**src/rtl/dpll_pkg.sv**
```systemverilog
package dpll_pkg;
  // Correction the I/D circuit applies at its next strobe
  typedef enum logic [1:0] {
    CORR_NONE = 2'd0,
    CORR_ADV  = 2'd1,
    CORR_SKIP = 2'd2
  } corr_e;

  function automatic corr_e pick_corr(input logic inc, input logic dec);
    if (inc && !dec) return CORR_ADV;
    if (dec && !inc) return CORR_SKIP;
    return CORR_NONE;
  endfunction
endpackage

```
**src/rtl/dpll_sync.sv**
```systemverilog
module dpll_sync #(
  parameter int W = 3
) (
  input  logic         clk,
  input  logic         rst,
  input  logic [W-1:0] d,
  output logic [W-1:0] q
);
  logic [W-1:0] meta;

  always_ff @(posedge clk) begin
    if (rst) begin
      meta <= '0;
      q    <= '0;
    end else begin
      meta <= d;
      q    <= meta;
    end
  end
endmodule

```
**src/rtl/dpll_phase_det.sv**
```systemverilog
module dpll_phase_det (
  input  logic clk,
  input  logic rst,
  input  logic ref_s,
  input  logic cmp_s,
  output logic xor_pd,
  output logic edge_pd
);
  logic ref_q, cmp_q;
  logic ref_rise, cmp_rise;

  assign ref_rise = ref_s & ~ref_q;
  assign cmp_rise = cmp_s & ~cmp_q;

  always_ff @(posedge clk) begin
    if (rst) begin
      ref_q   <= 1'b0;
      cmp_q   <= 1'b0;
      xor_pd  <= 1'b0;
      edge_pd <= 1'b0;
    end else begin
      ref_q  <= ref_s;
      cmp_q  <= cmp_s;
      xor_pd <= ref_s ^ cmp_s;
      // a comparison rise wins if both rise together
      if (cmp_rise)      edge_pd <= 1'b0;
      else if (ref_rise) edge_pd <= 1'b1;
    end
  end
endmodule

```
**src/rtl/dpll_kcounter.sv**
```systemverilog
module dpll_kcounter #(
  parameter int CODE_W    = 4,
  parameter int STAGE_OFS = 2,
  localparam int KW       = (1 << CODE_W) - 1 + STAGE_OFS
) (
  input  logic              clk,
  input  logic              rst,
  input  logic              en,
  input  logic              down,
  input  logic [CODE_W-1:0] code,
  output logic              carry,
  output logic              borrow
);
  logic [KW-1:0] cnt, mask, cur;

  // active-stage mask: code + STAGE_OFS low bits set
  always_comb begin
    for (int i = 0; i < KW; i++)
      mask[i] = (i < (int'(code) + STAGE_OFS));
  end

  assign cur = cnt & mask;

  always_ff @(posedge clk) begin
    if (rst) begin
      cnt    <= '0;
      carry  <= 1'b0;
      borrow <= 1'b0;
    end else begin
      carry  <= 1'b0;
      borrow <= 1'b0;
      if (en && (code != '0)) begin
        if (!down) begin
          if (cur == mask) begin
            cnt   <= '0;
            carry <= 1'b1;
          end else begin
            cnt <= cur + 1'b1;
          end
        end else begin
          if (cur == '0) begin
            cnt    <= mask;
            borrow <= 1'b1;
          end else begin
            cnt <= cur - 1'b1;
          end
        end
      end
    end
  end
endmodule

```
**src/rtl/dpll_idcirc.sv**
```systemverilog
module dpll_idcirc
  import dpll_pkg::*;
(
  input  logic clk,
  input  logic rst,
  input  logic id_en,
  input  logic carry,
  input  logic borrow,
  output logic id_out
);
  logic  pend_inc, pend_dec, extra;
  corr_e corr;
  logic  tog;

  assign corr = pick_corr(pend_inc, pend_dec);
  assign tog  = extra ^ (id_en && (corr != CORR_SKIP));

  always_ff @(posedge clk) begin
    if (rst) begin
      pend_inc <= 1'b0;
      pend_dec <= 1'b0;
      extra    <= 1'b0;
      id_out   <= 1'b0;
    end else begin
      if (tog) id_out <= ~id_out;
      if (id_en) begin
        extra    <= (corr == CORR_ADV);
        pend_inc <= carry;
        pend_dec <= borrow;
      end else begin
        extra    <= 1'b0;
        pend_inc <= pend_inc | carry;
        pend_dec <= pend_dec | borrow;
      end
    end
  end
endmodule

```
**src/rtl/dpll_core.sv**
```systemverilog
module dpll_core #(
  parameter int CODE_W    = 4,
  parameter int STAGE_OFS = 2
) (
  input  logic              clk,
  input  logic              rst,
  input  logic              k_en,
  input  logic              id_en,
  input  logic              ref_in,
  input  logic              cmp_in,
  input  logic [CODE_W-1:0] mod_code,
  input  logic              dir_in,
  output logic              xor_pd,
  output logic              edge_pd,
  output logic              carry_o,
  output logic              borrow_o,
  output logic              id_out
);
  localparam int NSYNC = 3;

  logic [NSYNC-1:0] raw_in, syn;

  assign raw_in = {dir_in, cmp_in, ref_in};

  dpll_sync #(.W(NSYNC)) u_sync (
    .clk(clk), .rst(rst), .d(raw_in), .q(syn)
  );

  dpll_phase_det u_pd (
    .clk(clk), .rst(rst), .ref_s(syn[0]), .cmp_s(syn[1]),
    .xor_pd(xor_pd), .edge_pd(edge_pd)
  );

  dpll_kcounter #(.CODE_W(CODE_W), .STAGE_OFS(STAGE_OFS)) u_kcnt (
    .clk(clk), .rst(rst), .en(k_en), .down(syn[2]), .code(mod_code),
    .carry(carry_o), .borrow(borrow_o)
  );

  dpll_idcirc u_id (
    .clk(clk), .rst(rst), .id_en(id_en), .carry(carry_o), .borrow(borrow_o),
    .id_out(id_out)
  );
endmodule

```
**config.mk**
```make
export PLATFORM = sky130hd
export DESIGN_NAME = dpll_core
export DESIGN_NICKNAME = d
export VERILOG_FILES = /design/src/rtl/dpll_pkg.sv /design/src/rtl/dpll_sync.sv /design/src/rtl/dpll_phase_det.sv /design/src/rtl/dpll_kcounter.sv /design/src/rtl/dpll_idcirc.sv /design/src/rtl/dpll_core.sv
export SDC_FILE = /design/constraint.sdc
export NUM_CORES = 1
export LEC_CHECK = 0
export CORE_MARGIN = 3
export CORE_UTILIZATION = 45
export DETAILED_ROUTE_END_ITERATION = 8
export MAX_ROUTING_LAYER = met4
export PLACE_DENSITY = 0.74
export SETUP_SLACK_MARGIN = 0.2
export SYNTH_ARGS = -nofsm -noshare
export SYNTH_HDL_FRONTEND = slang
export SYNTH_HIERARCHICAL = 1
export SYNTH_SLANG_ARGS = --single-unit
```
**constraint.sdc**
```tcl
create_clock -name clk -period 3.4 [get_ports clk]
set_input_delay 0.68 -clock clk [delete_from_list [all_inputs] [get_ports clk]]
set_output_delay 0.68 -clock clk [all_outputs]
set_load 0.02 [all_outputs]
```
Word-level counts from Yosys, hierarchy flattened
Index checks and enable logic that the tools add are counted.
{"block": "totals", "reg_bits": 33, "input_bits": 11, "out_inout_bits": 5, "word_cells": 75}
{"block": "op_classes", "add_sub_neg": 3, "order_cmp": 17, "eq_ne": 3, "n_mux": 14, "n_bitwise": 13, "reduce_logical": 12}
{"operator": "$lt 5x32->1 const A", "n": 8}
{"operator": "$lt 4x32->1 const A", "n": 4}
{"operator": "$lt 3x32->1 const A", "n": 2}
{"operator": "$mux 17", "n": 3}
{"operator": "$lt 2x32->1 const A", "n": 1}
{"operator": "$lt 6x32->1 const A", "n": 1}
{"operator": "$add 17x1->17 const B", "n": 1}
{"operator": "$and 17x17->17", "n": 1}
{"operator": "$eq 17x17->1", "n": 1}
{"operator": "$logic_not 17->1", "n": 1}
{"operator": "$sub 17x1->17 const B", "n": 1}
{"operator": "$mux 2", "n": 4}
{"operator": "$mux 1", "n": 7}
{"operator": "$not 1->1", "n": 6}
{"operator": "$reduce_or 3->1", "n": 2}
{"operator": "$add 4x2->5 const B", "n": 1}
{"operator": "$lt 1x5->1 const A", "n": 1}
{"operator": "$logic_and 1x1->1", "n": 4}
{"operator": "$reduce_bool 4->1", "n": 1}
{"operator": "$reduce_or 2->1", "n": 2}
{"operator": "$and 1x1->1", "n": 2}
{"operator": "$eq 2x1->1 const B", "n": 1}
{"operator": "$logic_not 1->1", "n": 2}
{"operator": "$ne 2x2->1 const B", "n": 1}
{"operator": "other kinds (2)", "n": 4}

Logic depth before layout (Yosys ltp)
{"block": "depth", "word_depth": 9, "mapped_depth": 16, "ltp_nobuf": 14}

Cells and area by module
The synthesis kept the hierarchy.
{"mod": "dpll_kcounter", "instances": 1, "cells_per_inst": 341, "area_each_um2": 2363.5, "seq_area_each_um2": 380.4}
{"mod": "dpll_sync", "instances": 1, "cells_per_inst": 12, "area_each_um2": 157.7, "seq_area_each_um2": 120.1}
{"mod": "dpll_idcirc", "instances": 1, "cells_per_inst": 15, "area_each_um2": 153.9, "seq_area_each_um2": 80.1}
{"mod": "dpll_phase_det", "instances": 1, "cells_per_inst": 12, "area_each_um2": 133.9, "seq_area_each_um2": 80.1}

Worst setup path before layout
OpenSTA, ideal clock, no wires.
{"block": "synth_path", "kind": "input port to flip-flop", "start": "input port mod_code[1]", "end": "register u_kcnt.cnt[14]", "setup_ps": 133, "arrival_ps": 3413, "required_ps": 3267, "setup_slack_ps": -146, "cell_stages": 16, "n_path_buf": 2, "path_cell_list": "buf_2 -> buf_2 -> inv_1 -> ha_1 -> nor2b_1 -> o21ai_1 -> nand2_1 -> inv_1 -> ha_1 -> nand3_1 -> nor3_1 -> nor3b_1 -> nand2_1 -> and3_1 -> o31ai_1 -> a31oi_1"}
{"block": "synth_between", "elab_chain_cells": 6, "word_cells_on_any_way": 28, "classes_between": "add/sub (3); order compare (17); eq/ne (1); mux (3); bitwise (1); reduce/logical (3)"}
{"element": "from (decl)", "line": "dpll_core.sv:11", "source": "input logic [CODE_W-1:0] mod_code,"}
{"element": "$add 4x2->5", "line": "dpll_kcounter.sv:19", "source": "mask[i] = (i < (int'(code) + STAGE_OFS));"}
{"element": "$lt 2x32->1, or another cell as far along", "line": "dpll_kcounter.sv:19"}
{"element": "$and 17x17->17", "line": "dpll_kcounter.sv:22", "source": "assign cur = cnt & mask;"}
{"element": "$add 17x1->17, or another cell as far along", "line": "dpll_kcounter.sv:38", "source": "cnt <= cur + 1'b1;"}
{"element": "$mux 17, on equally long branches", "line": "dpll_kcounter.sv:34, dpll_kcounter.sv:41"}
{"element": "$mux 17", "line": "dpll_kcounter.sv:33", "source": "if (!down) begin"}
{"element": "to (signal assigned)", "line": "dpll_kcounter.sv:38"}
{"element": "to (signal assigned)", "line": "dpll_kcounter.sv:42", "source": "cnt <= mask;"}
{"element": "to (signal assigned)", "line": "dpll_kcounter.sv:45", "source": "cnt <= cur - 1'b1;"}
{"element": "to (decl)", "line": "dpll_kcounter.sv:14", "source": "logic [KW-1:0] cnt, mask, cur;"}
Parallel ways exist; a longest one is shown, timed or not.
A chain may end at the register's enable or synchronous reset.

Worst setup path after layout
{"block": "layout_path", "start": "input port mod_code[2]", "end": "register u_kcnt.cnt[3]"}
The elaborated chain is that of the path after synthesis.

==> summary.md <==
| Metric | Value |
|---|---|
| Tot GR Track Use | `28.2%` |
| R2r setup slk | `1.12 ns` |
| Setup TNS | `0 ns` |
| IO Count | `16` |
| Worst path depth | `15` |
| Multi-input gate area | `2080 um2` |
| Placed Cells | `542` |
| Maximum capacitance violations | `0` |
| Pwr Density | `331 nW/um2` |
| Yosys warns | `6` |
| Share of cells above drive strength 1 | `a little under a third` |
| Peak Freq | `329 MHz` |
| Clock Skew | `0.00887 ns` |
| Largest net degree at the start of global routing | `23` |
| Vias in the first global route | `3430` |
| Slew headroom | `56.6%` |
| Row count | `28` |
| Clock transition at the registers of the reported paths | `approximately 0.070 ns` |
| Fillers | `513` |
| Leakage | `~1.6 nW` |
| Yosys cell types | `64` |
| Critical Path Most Common Cell | `ha_4` |
| Total design power | `~1.3 mW` |
| Post-DP HPWL | `roughly 7.4 mm` |
| Final Max Slew Viols | `0` |
| Worst path slowest cell | `a221oi_2` |
| Hold Path Class | `flip-flop to flip-flop` |
| Die area | `about 7200 um2` |
| Worst Reg2Reg Path Length in Cells | `8` |
| CP Launch Type | `input pin` |
| Post-Syn Area per Cell | `7.39 um2` |
| Critical path class | `input pin to flip-flop` |
| Family with the most delay on the worst path | `simple AND/OR/NAND/NOR gates` |
| Core footprint | `5990 um2` |
| Status | `finished clean` |
| Routed WL | `a little under 10 mm` |
| Endpoint type of the worst setup path | `flip-flop` |
| Number of port buffers | `15` |
| Hold Vio Cnt, Final | `0` |
| Crit path buffers/inverters | `3` |
| Share of flip-flops with an asynchronous set or reset | `0%` |
| Die width | `85.0 um` |
| Syn Inst Count | `380` |
| Clock sinks | `33` |
| Post-synth EDFFs | `0` |
| Worst Path Arrival | `~3.3 ns` |
| RSZ-0062 raised after global routing | `no` |
| Detail Route Antenna Nets | `0` |
| Total grt overflow | `0` |
| FF+latch count, synth | `33` |
| Synth-to-Final Area Change | `38.8%` |
| Initial Util | `46.9%` |
| Root Driver | `clkbuf_8` |
| Synth Flop Type | `dfxtp_1` |
| Crit path to | `u_kcnt/cnt[3]$_SDFFE_PP0P_` |
| # nets final | `495` |
| CTS tree | `built` |
| Die Height | `85.0 um` |
| TritonCTS Buffers | `5` |
| Vias | `3491` |
| Register area share after synthesis | `23.5%` |
| R2R Path Start | `u_kcnt/cnt[9]$_SDFFE_PP0P_` |
| Worst-skew pair later-pin latency | `0.29 ns` |
| Post-layout minimum cycle time | `3.04 ns` |
| DRC | `0` |
| DR pass1 iterations | `5` |
| Critical path cell sequence | `buf_2, inv_2, ha_4, nor3b_4, nand2_1, nand2_2, ha_4, o31ai_2, a221oi_2, nand3b_1, or2_1, buf_4, mux2i_2, o21ai_2, a211oi_2` |
| WL/cell | `about 18 um` |
| Worst path required time | `around 3.6 ns` |
| Crit. Startpoint | `mod_code[2]` |
| Storage element area | `661 um2` |
| DR vias/cell | `roughly 6.3` |
| # setup viols final | `0` |
| Syn Nets | `396` |
| Mapped cell area | `between 2000 and 3000 um2` |
| Final WS setup | `about 0.36 ns` |
| Diodes inserted | `0` |
| Delay of the slowest critical-path stage | `0.30 ns` |
| GPL Wtd Cong | `1.01` |
| Tcrit/Tclk final | `89.4%` |
| Finished Layout Cells | `555` |
| VDD IR max | `0.190 mV` |
| Crit Reg-Reg Endpoint | `u_kcnt/cnt[15]$_SDFFE_PP0P_` |
| Least-Margin Pin Slew | `0.649 ns` |
| Dpl ws | `-0.419 ns` |
| H-tree depth | `2` |
| Max FO, Critical Path | `8` |
| Antenna violations before repair | `0` |
| DRT iter0 DRCs | `371` |
| First-pass GRT wire length | `roughly 16 mm` |
| Clock tree buffer depth | `2` |
## per-layer routing
layer	up-vias	global-route usage, %	part of all wire, %
met3	46	5.53	7.2
met1	1664	34.3	41
li1	1603	-	-
met5	-	-	0
met2	178	45.6	48
met4	0	11.9	4.0
## sequential cells by signal, indices dropped and copies added, names as in the netlist
register       cells
u_kcnt/carry       1
u_pd/ref_q         1
u_sync/meta        3
u_id/pend_inc      1
u_pd/edge_pd       1
u_pd/xor_pd        1
u_sync/q           3
u_id/extra         1
u_id/pend_dec      1
u_id/id_out        1
u_kcnt/borrow      1
u_kcnt/cnt        17
u_pd/cmp_q         1
## cells by family after synthesis
| kind of cell | after synthesis | synth area share (%) |
|---|---|---|
| AND/OR/NAND/NOR | 156 | 29.2 |
| AO/OA/AOI/OAI | 123 | 31.8 |
| buffers and inverters | 42 | 6.55 |
| flip-flops | 33 | 23.5 |
| XOR/XNOR | 19 | 5.92 |
| adder cells (fa/ha/maj) | 5 | 2.23 |
| multiplexers | 2 | 0.713 |
## repair_timing
action,4_1_cts,5_1_grt
buffers inserted,3,2
pin swaps,6,7
hold buffers,0,0
resized for setup,13,15
endpoints found under the setup margin,18,16
## cell type report
| class | instances | share of cell area [%] |
|---|---|---|
| multi-input cells | 305 | 53.3 |
| repair buffers | 118 | 23.6 |
| flip-flops and latches | 33 | 17.0 |
| well taps | 75 | 2.41 |
| clock buffers | 5 | 1.77 |
| inverters | 16 | 1.54 |
| clock inverters | 3 | 0.449 |
## power by group
part           switching, mW  leakage (nW)  internal (mW)
clock                  0.155        0.0439          0.141
combinational          0.293          1.27          0.264
sequential            0.0310         0.271          0.407
## per-stage QoR
step           utilization [%]  hold WS [ns]  cell area, um2
4_1_cts                   64.4         0.452            3860
2_1_floorplan                -         0.414            2860
3_3_place_gp              61.9         0.417            3710
5_1_grt                   65.1         0.468            3900
6_report                  65.1         0.450            3900
3_5_place_dp              61.9         0.441            3710
## how the worst min path moves through the flow
| stage | start | end | cells past startpoint |
|---|---|---|---|
| 2_1_floorplan | u_sync/meta[0]$_SDFF_PP0_ | u_sync/q[0]$_SDFF_PP0_ | 1 |
| 3_5_place_dp | u_sync/meta[1]$_SDFF_PP0_ | u_sync/q[1]$_SDFF_PP0_ | 1 |
| 4_1_cts | u_sync/meta[1]$_SDFF_PP0_ | u_sync/q[1]$_SDFF_PP0_ | 1 |
| 5_1_grt | u_sync/meta[1]$_SDFF_PP0_ | u_sync/q[1]$_SDFF_PP0_ | 1 |
| 6_report | u_sync/meta[1]$_SDFF_PP0_ | u_sync/q[1]$_SDFF_PP0_ | 1 |
| 3_3_place_gp | u_sync/meta[0]$_SDFF_PP0_ | u_sync/q[0]$_SDFF_PP0_ | 1 |
## Yosys cell counts (3+ instances only)
cell type	count	area (um2)
xnor2_1	10	87.6
nor4_1	3	18.8
o31ai_1	4	30.0
o21ai_0	13	65.1
buf_2	8	40.0
ha_1	5	62.6
and2_1	6	37.5
o211ai_1	7	52.6
nand3_1	18	90.1
xor2_1	9	78.8
nand4_1	11	68.8
o21a_1	3	22.5
a31oi_1	8	50.1
nand2b_1	6	37.5
nor2b_1	13	81.3
a21oi_1	32	160
clkbuf_1	13	48.8
a2111oi_1	3	30.0
nor3_1	11	55.1
o21ai_1	5	25.0
dfxtp_1	33	661
a32oi_1	4	35.0
or3_1	4	25.0
inv_1	15	56.3
nand3b_1	3	22.5
a221oi_2	4	60.1
o221ai_1	3	26.3
a311oi_1	5	43.8
nand2_1	42	158
and3_1	4	25.0
a211oi_1	6	45.0
nor2_1	25	93.8
## worst reg2reg max path, cell delays in order, from the launching register on
cell      delay, ns
dfxtp_1        0.42
o21ai_0        0.11
or3_1          0.52
nor4_1         0.35
buf_4          0.19
nand4_1        0.11
xnor2_1        0.18
a21oi_1        0.09
a211oi_1       0.23
## placed cells by master (no fill, tap or decap), types with 11 or more instances in the layout
cell,instances
inv_1,13
nor2_1,24
dfxtp_1,33
nand3_1,18
a21oi_1,32
o21ai_0,12
nand2_1,41
nand4_1,11
clkdlybuf4s50_1,11
buf_4,102
nor2b_1,12
(Power assumes the default switching activity.)
